[src/rtl/sirq_slave_pkg.sv]
`timescale 1ns/1ps
package sirq_slave_pkg;

  typedef enum logic [1:0] {
    BUS_IDLE   = 2'd0,
    BUS_FRAMES = 2'd1,
    BUS_STOP   = 2'd2
  } bus_phase_e;

  typedef enum logic {
    CYC_CONT  = 1'b0,
    CYC_QUIET = 1'b1
  } cyc_mode_e;

  typedef struct packed {
    logic oe;
    logic val;
  } pin_drive_t;

  localparam logic [1:0] SUB_SAMPLE  = 2'd0;
  localparam logic [1:0] SUB_RECOVER = 2'd1;
  localparam logic [1:0] SUB_TURN    = 2'd2;

  // an opening low is long enough to start a cycle
  function automatic logic start_ok(input int unsigned width, input int unsigned min_w);
    return width >= min_w;
  endfunction

  // closing low width is neither of the two legal values
  function automatic logic stop_bad(input int unsigned width, input int unsigned quiet_w,
                                    input int unsigned cont_w);
    return (width != quiet_w) && (width != cont_w);
  endfunction

  // mode chosen by a closing low; anything not quiet falls back to continuous
  function automatic cyc_mode_e stop_mode(input int unsigned width, input int unsigned quiet_w);
    return (width == quiet_w) ? CYC_QUIET : CYC_CONT;
  endfunction

  // pin drive for one slot clock
  function automatic pin_drive_t slot_drive(input logic mine, input logic [1:0] sub,
                                            input logic irq, input logic low_sent);
    pin_drive_t d;
    d.oe  = 1'b0;
    d.val = 1'b1;
    if (mine) begin
      case (sub)
        SUB_SAMPLE:  begin d.oe = ~irq;     d.val = 1'b0; end
        SUB_RECOVER: begin d.oe = low_sent; d.val = 1'b1; end
        default:     begin d.oe = 1'b0;     d.val = 1'b1; end
      endcase
    end
    return d;
  endfunction

endpackage

[src/rtl/sirq_low_run.sv]
`timescale 1ns/1ps
module sirq_low_run #(
  parameter int unsigned RUN_MAX = 5,
  localparam int unsigned RUN_W = $clog2(RUN_MAX + 1)
) (
  input  logic             clk,
  input  logic             rst_n,
  input  logic             line_in,
  output logic [RUN_W-1:0] run_len,
  output logic             run_end
);

  logic [RUN_W-1:0] run_q;

  always_ff @(posedge clk or negedge rst_n) begin
    if (!rst_n)                        run_q <= '0;
    else if (line_in)                  run_q <= '0;
    else if (run_q != RUN_W'(RUN_MAX)) run_q <= run_q + 1'b1;
  end

  assign run_len = run_q;
  // a low run of run_q clocks ends at this edge
  assign run_end = line_in && (run_q != '0);

endmodule

[src/rtl/sirq_stop_decode.sv]
`timescale 1ns/1ps
module sirq_stop_decode
  import sirq_slave_pkg::*;
#(
  parameter int unsigned QUIET_W = 2,
  parameter int unsigned CONT_W  = 3,
  parameter int unsigned RUN_W   = 3
) (
  input  logic             clk,
  input  logic             rst_n,
  input  logic             stop_end,
  input  logic [RUN_W-1:0] run_len,
  output cyc_mode_e        mode_q,
  output logic             stop_err
);

  logic bad_w;

  assign bad_w    = stop_bad(32'(run_len), QUIET_W, CONT_W);
  assign stop_err = stop_end && bad_w;

  always_ff @(posedge clk or negedge rst_n) begin
    if (!rst_n)        mode_q <= CYC_CONT;
    else if (stop_end) mode_q <= bad_w ? CYC_CONT : stop_mode(32'(run_len), QUIET_W);
  end

endmodule

[src/rtl/sirq_slot_drive.sv]
`timescale 1ns/1ps
module sirq_slot_drive
  import sirq_slave_pkg::*;
#(
  parameter int unsigned NUM_SLOTS = 17,
  parameter int unsigned SLOT_W    = 5
) (
  input  logic              clk,
  input  logic              rst_n,
  input  logic              frame_go,
  input  logic              in_frames,
  input  logic              irq_level,
  input  logic [SLOT_W-1:0] slot_num,
  output logic              drv_oe,
  output logic              drv_val,
  output logic              frames_last,
  output logic              slot_hit,
  output logic              reported
);

  logic [SLOT_W-1:0] slot_q, nslot;
  logic [1:0]        sub_q, nsub;
  logic              nxt_valid, mine;
  logic              low_sent_q, rep_q;
  pin_drive_t        drive_q, nxt_drive;

  assign frames_last = in_frames && (slot_q == SLOT_W'(NUM_SLOTS - 1)) && (sub_q == SUB_TURN);
  assign nxt_valid   = frame_go || (in_frames && !frames_last);

  always_comb begin
    if (frame_go) begin
      nslot = '0;
      nsub  = SUB_SAMPLE;
    end else if (sub_q == SUB_TURN) begin
      nslot = slot_q + 1'b1;
      nsub  = SUB_SAMPLE;
    end else begin
      nslot = slot_q;
      nsub  = sub_q + 2'd1;
    end
  end

  assign mine      = nxt_valid && (nslot == slot_num);
  assign nxt_drive = slot_drive(mine, nsub, irq_level, low_sent_q);

  always_ff @(posedge clk or negedge rst_n) begin
    if (!rst_n) begin
      slot_q     <= '0;
      sub_q      <= SUB_SAMPLE;
      drive_q    <= '{oe: 1'b0, val: 1'b1};
      low_sent_q <= 1'b0;
      rep_q      <= 1'b0;
    end else begin
      drive_q <= nxt_drive;
      if (nxt_valid) begin
        slot_q <= nslot;
        sub_q  <= nsub;
      end
      if (mine && nsub == SUB_SAMPLE) begin
        rep_q      <= irq_level;
        low_sent_q <= ~irq_level;
      end
    end
  end

  assign drv_oe   = drive_q.oe;
  assign drv_val  = drive_q.val;
  assign slot_hit = in_frames && (slot_q == slot_num);
  assign reported = rep_q;

endmodule

[src/rtl/sirq_slave.sv]
`timescale 1ns/1ps
module sirq_slave
  import sirq_slave_pkg::*;
#(
  parameter int unsigned NUM_SLOTS = 17,
  parameter int unsigned START_MIN = 4,
  parameter int unsigned QUIET_W   = 2,
  parameter int unsigned CONT_W    = 3,
  localparam int unsigned SLOT_W   = $clog2(NUM_SLOTS + 1)
) (
  input  logic              clk,
  input  logic              rst_n,
  input  logic              sirq_in,
  input  logic              irq_level,
  input  logic [SLOT_W-1:0] slot_num,
  output logic              sirq_oe,
  output logic              sirq_out
);

  localparam int unsigned RUN_MAX = ((START_MIN > CONT_W) ? START_MIN : CONT_W) + 1;
  localparam int unsigned RUN_W   = $clog2(RUN_MAX + 1);

  bus_phase_e       phase_q, phase_d;
  cyc_mode_e        mode_q;
  logic [RUN_W-1:0] run_len;
  logic             run_end;
  logic             start_evt, stop_end, stop_err;
  logic             in_frames, frames_last, slot_hit;
  logic             drv_oe, drv_val, reported;
  logic             mode_quiet, req_want, req_oe;

  sirq_low_run #(.RUN_MAX(RUN_MAX)) u_run (
    .clk     (clk),
    .rst_n   (rst_n),
    .line_in (sirq_in),
    .run_len (run_len),
    .run_end (run_end)
  );

  assign start_evt = (phase_q == BUS_IDLE) && run_end && start_ok(32'(run_len), START_MIN);
  assign stop_end  = (phase_q == BUS_STOP) && run_end;
  assign in_frames = (phase_q == BUS_FRAMES);

  sirq_stop_decode #(.QUIET_W(QUIET_W), .CONT_W(CONT_W), .RUN_W(RUN_W)) u_stop (
    .clk      (clk),
    .rst_n    (rst_n),
    .stop_end (stop_end),
    .run_len  (run_len),
    .mode_q   (mode_q),
    .stop_err (stop_err)
  );

  sirq_slot_drive #(.NUM_SLOTS(NUM_SLOTS), .SLOT_W(SLOT_W)) u_slot (
    .clk         (clk),
    .rst_n       (rst_n),
    .frame_go    (start_evt),
    .in_frames   (in_frames),
    .irq_level   (irq_level),
    .slot_num    (slot_num),
    .drv_oe      (drv_oe),
    .drv_val     (drv_val),
    .frames_last (frames_last),
    .slot_hit    (slot_hit),
    .reported    (reported)
  );

  always_comb begin
    phase_d = phase_q;
    case (phase_q)
      BUS_IDLE:   if (start_evt)   phase_d = BUS_FRAMES;
      BUS_FRAMES: if (frames_last) phase_d = BUS_STOP;
      BUS_STOP:   if (stop_end)    phase_d = BUS_IDLE;
      default:                     phase_d = BUS_IDLE;
    endcase
  end

  always_ff @(posedge clk or negedge rst_n) begin
    if (!rst_n) phase_q <= BUS_IDLE;
    else        phase_q <= phase_d;
  end

  // self-request: quiet, idle, line high, level not yet reported
  assign mode_quiet = (mode_q == CYC_QUIET);
  assign req_want   = (phase_q == BUS_IDLE) && mode_quiet && sirq_in && (irq_level != reported);

  always_ff @(posedge clk or negedge rst_n) begin
    if (!rst_n) req_oe <= 1'b0;
    else        req_oe <= req_want && !start_evt;
  end

  assign sirq_oe  = req_oe | drv_oe;
  assign sirq_out = drv_oe & drv_val;

endmodule

[config.mk]
export PLATFORM = sky130hd
export DESIGN_NAME = sirq_slave
export DESIGN_NICKNAME = d
export VERILOG_FILES = /design/src/rtl/sirq_slave_pkg.sv /design/src/rtl/sirq_low_run.sv /design/src/rtl/sirq_stop_decode.sv /design/src/rtl/sirq_slot_drive.sv /design/src/rtl/sirq_slave.sv
export SDC_FILE = /design/constraint.sdc
export NUM_CORES = 1
export LEC_CHECK = 0
export CORE_UTILIZATION = 27
export DETAILED_ROUTE_END_ITERATION = 8
export GPL_ROUTABILITY_DRIVEN = 0
export PLACE_DENSITY_LB_ADDON = 0.1
export SETUP_SLACK_MARGIN = 0.1
export SLEW_MARGIN = 5
export SYNTH_ARGS = -nofsm -noshare
export SYNTH_HDL_FRONTEND = slang
export SYNTH_SLANG_ARGS = --single-unit
[constraint.sdc]
create_clock -name clk -period 2.7 [get_ports clk]
set_input_delay 0.405 -clock clk [delete_from_list [all_inputs] [get_ports clk]]
set_output_delay 0.405 -clock clk [all_outputs]
set_load 0.02 [all_outputs]
==> metrics.txt <==
endpoints failing setup=0; combinational fraction of design power=0.460; Residual DRC=0; Mapped Area=1200 µm²; EDFF count, synth=0; largest net degree at the start of global routing=19; All-Layer GR Usage=0.129; critical path class=reg -> reg; Worst-path clk slew=approximately 0.070 ns; Seq pwr share=0.383; Initial DRC Count=40; Port Buf Inserts=10; Rel. slew slack=0.456; fill count=440; VDD IR-drop max=0.254 mV; register area share after synthesis=0.376; Max Cap Violations=0; switch share=0.404; vias in the first global route=976; average cell area after synthesis=8.97 µm²; multi-input logic area=692 µm²; drt via density=4.83; Clk pwr share=0.157; Final HPWL DP=2100 µm; hold_ws=0.513 ns; nets=about 170; Worst EP arrival=~2.6 ns; H-tree Lvls=1; f_max=411 MHz; Die Ht=roughly 70 µm; Hold WC Path Type=reg -> reg; most frequent cells in the layout=nand2_1, dfrtp_1, nor2_1; RSZ-0062 raised after global routing=no; final WL=2630 µm; CTS tree=built; Max clock buf depth=2; drt first pass iters=4; Worst EP required=2.84 ns; Post-DRT Antenna Nets=0; clock sinks=18; leak pwr=0.633 nW; Mapped Cells=around 130; Clock Tree Root=clkbuf_8; Net Sw Power=about 490 µW; Top FF cell, synth=dfrtp_1; first-pass GRT wire length=approximately 4500 µm; placed cells=197; total CTS buffers=3; Max Slew Vio Count=0; CP Max Fanout=5; vias=970; synth-to-layout area growth=20.4%; layout cells sized above 1=0.159; Final Hold Viols=0; measured slew at the worst slew-check pin=0.813 ns; core area=4140 µm²; Total Power=about 1.2 mW; post-synth cell types=42; Tcrit/Tclk final=0.900; async set-reset flop share out of synthesis=1.00; I/O pin count=11; row count=23; fin cells=between 200 and 250; CP endpoint kind=register; Core Util, Final=0.349; initial core utilization=0.290; Seq cells post-synth=18; Ant. Diodes=0; Startpoint Class=register; Die W=68.7 µm; grt ovf=0; Mapped Nets=149; Reg area=454 µm²; setup TNS=0 ns; Worst Skew=0.00187 ns; worst-skew pair later-pin latency=0.25 ns; power per cell area=approximately 840 nW/µm²; yosys warns=0; area of the die=4720 µm²; status=complete, no violations; Cell Int Power=726 µW; initial antenna violation count=0; wire per inst=13.1 µm; Final Critical Period=2.43 ns
through the flow:
| stage | cell area [µm²] | setup WS, ns |
|---|---|---|
| final | 1450 | 0.269 |
| after global routing | 1450 | 0.118 |
| after detailed placement | 1400 | 0.177 |
| after global placement | 1400 | 0.210 |
| after floorplan | 1200 | 0.377 |
| after CTS | 1450 | 0.206 |
timing repair:
item,CTS,global route
setup endpoints to repair,0,1
hold buffers,0,0
resized for setup,0,2
buffers inserted,0,0
power by group through the flow:
stage / logic, mW / registers [mW] / clock network (mW)
5_1_grt: 0.636 / 0.482 / 0.217
6_report: 0.560 / 0.467 / 0.191
3_3_place_gp: 0.569 / 0.468 / 0
3_5_place_dp: 0.568 / 0.467 / 0
4_1_cts: 0.570 / 0.461 / 0.201
2_1_floorplan: 0.474 / 0.405 / 0
registers in the layout, indices dropped and copies added (netlist names), 2 cells and up:
signal and count:
phase_q 2, u_slot.slot_q 5, u_slot.sub_q 2, u_run.run_len 3
cells by family after synthesis:
group | after synthesis | synth area share
flip-flops | 18 | 0.376
AO/OA/AOI/OAI | 23 | 0.135
multiplexers | 4 | 0.0395
buffers and inverters | 13 | 0.0541
XOR/XNOR | 9 | 0.0656
AND/OR/NAND/NOR | 61 | 0.267
adder cells (fa/ha/maj) | 6 | 0.0624
worst max-delay path, cell delays in order, from the launching register on:
cell and delay (ns):
dfrtp_1 0.43, ha_1 0.24, nand3_1 0.12, or3_1 0.34, and3_1 0.19, a2111o_1 0.32
a211oi_4 0.20, o211ai_2 0.15, mux2_4 0.31
cells in the mapped netlist (4+ instances only):
cell,instances,area (µm²)
nor2_1,13,48.8
dfrtp_1,17,425
nand2_1,15,56.3
ha_1,6,75.1
o21ai_0,6,30.0
nand3_1,7,35.0
inv_1,6,22.5
or3_1,4,25.0
xnor2_1,6,52.6
a21oi_1,7,35.0
path summary, 6_finish.rpt:
check | end | from | depth (start not counted) | slack (ns)
hold reg to reg | u_stop.mode_q$_DFFE_PN0P_ | u_stop.mode_q$_DFFE_PN0P_ | 2 | 0.51
max in group asynchronous | u_slot.slot_q[0]$_DFFE_PN0P_ | rst_n | 1 | 1.52
min in group asynchronous | u_slot.drv_oe$_DFF_PN0_ | rst_n | 1 | 0.62
setup reg to reg | u_slot.reported$_DFFE_PN0P_ | u_slot.slot_q[1]$_DFFE_PN0P_ | 8 | 0.27
hold / removal | u_stop.mode_q$_DFFE_PN0P_ | u_stop.mode_q$_DFFE_PN0P_ | 2 | 0.51
setup / recovery | u_slot.reported$_DFFE_PN0P_ | u_slot.slot_q[1]$_DFFE_PN0P_ | 8 | 0.27
per-layer routing:
metal  routed length (µm)  global-route usage  up-vias
met2                 1260               0.219       10
met5                    0                   0        -
met4                   10              0.0230        0
met1                 1290               0.162      462
met3                   63              0.0395        2
li1                     -                   -      496
cell type report:
cell class                      instances  area share
Inverter                                7      0.0182
Multi-Input combinational cell        103       0.478
Timing Repair Buffer                   19       0.116
Tap cell                               50      0.0432
Sequential cell                        18       0.314
Clock buffer                            4      0.0311
Note: power is estimated with default switching activity, not from simulation.
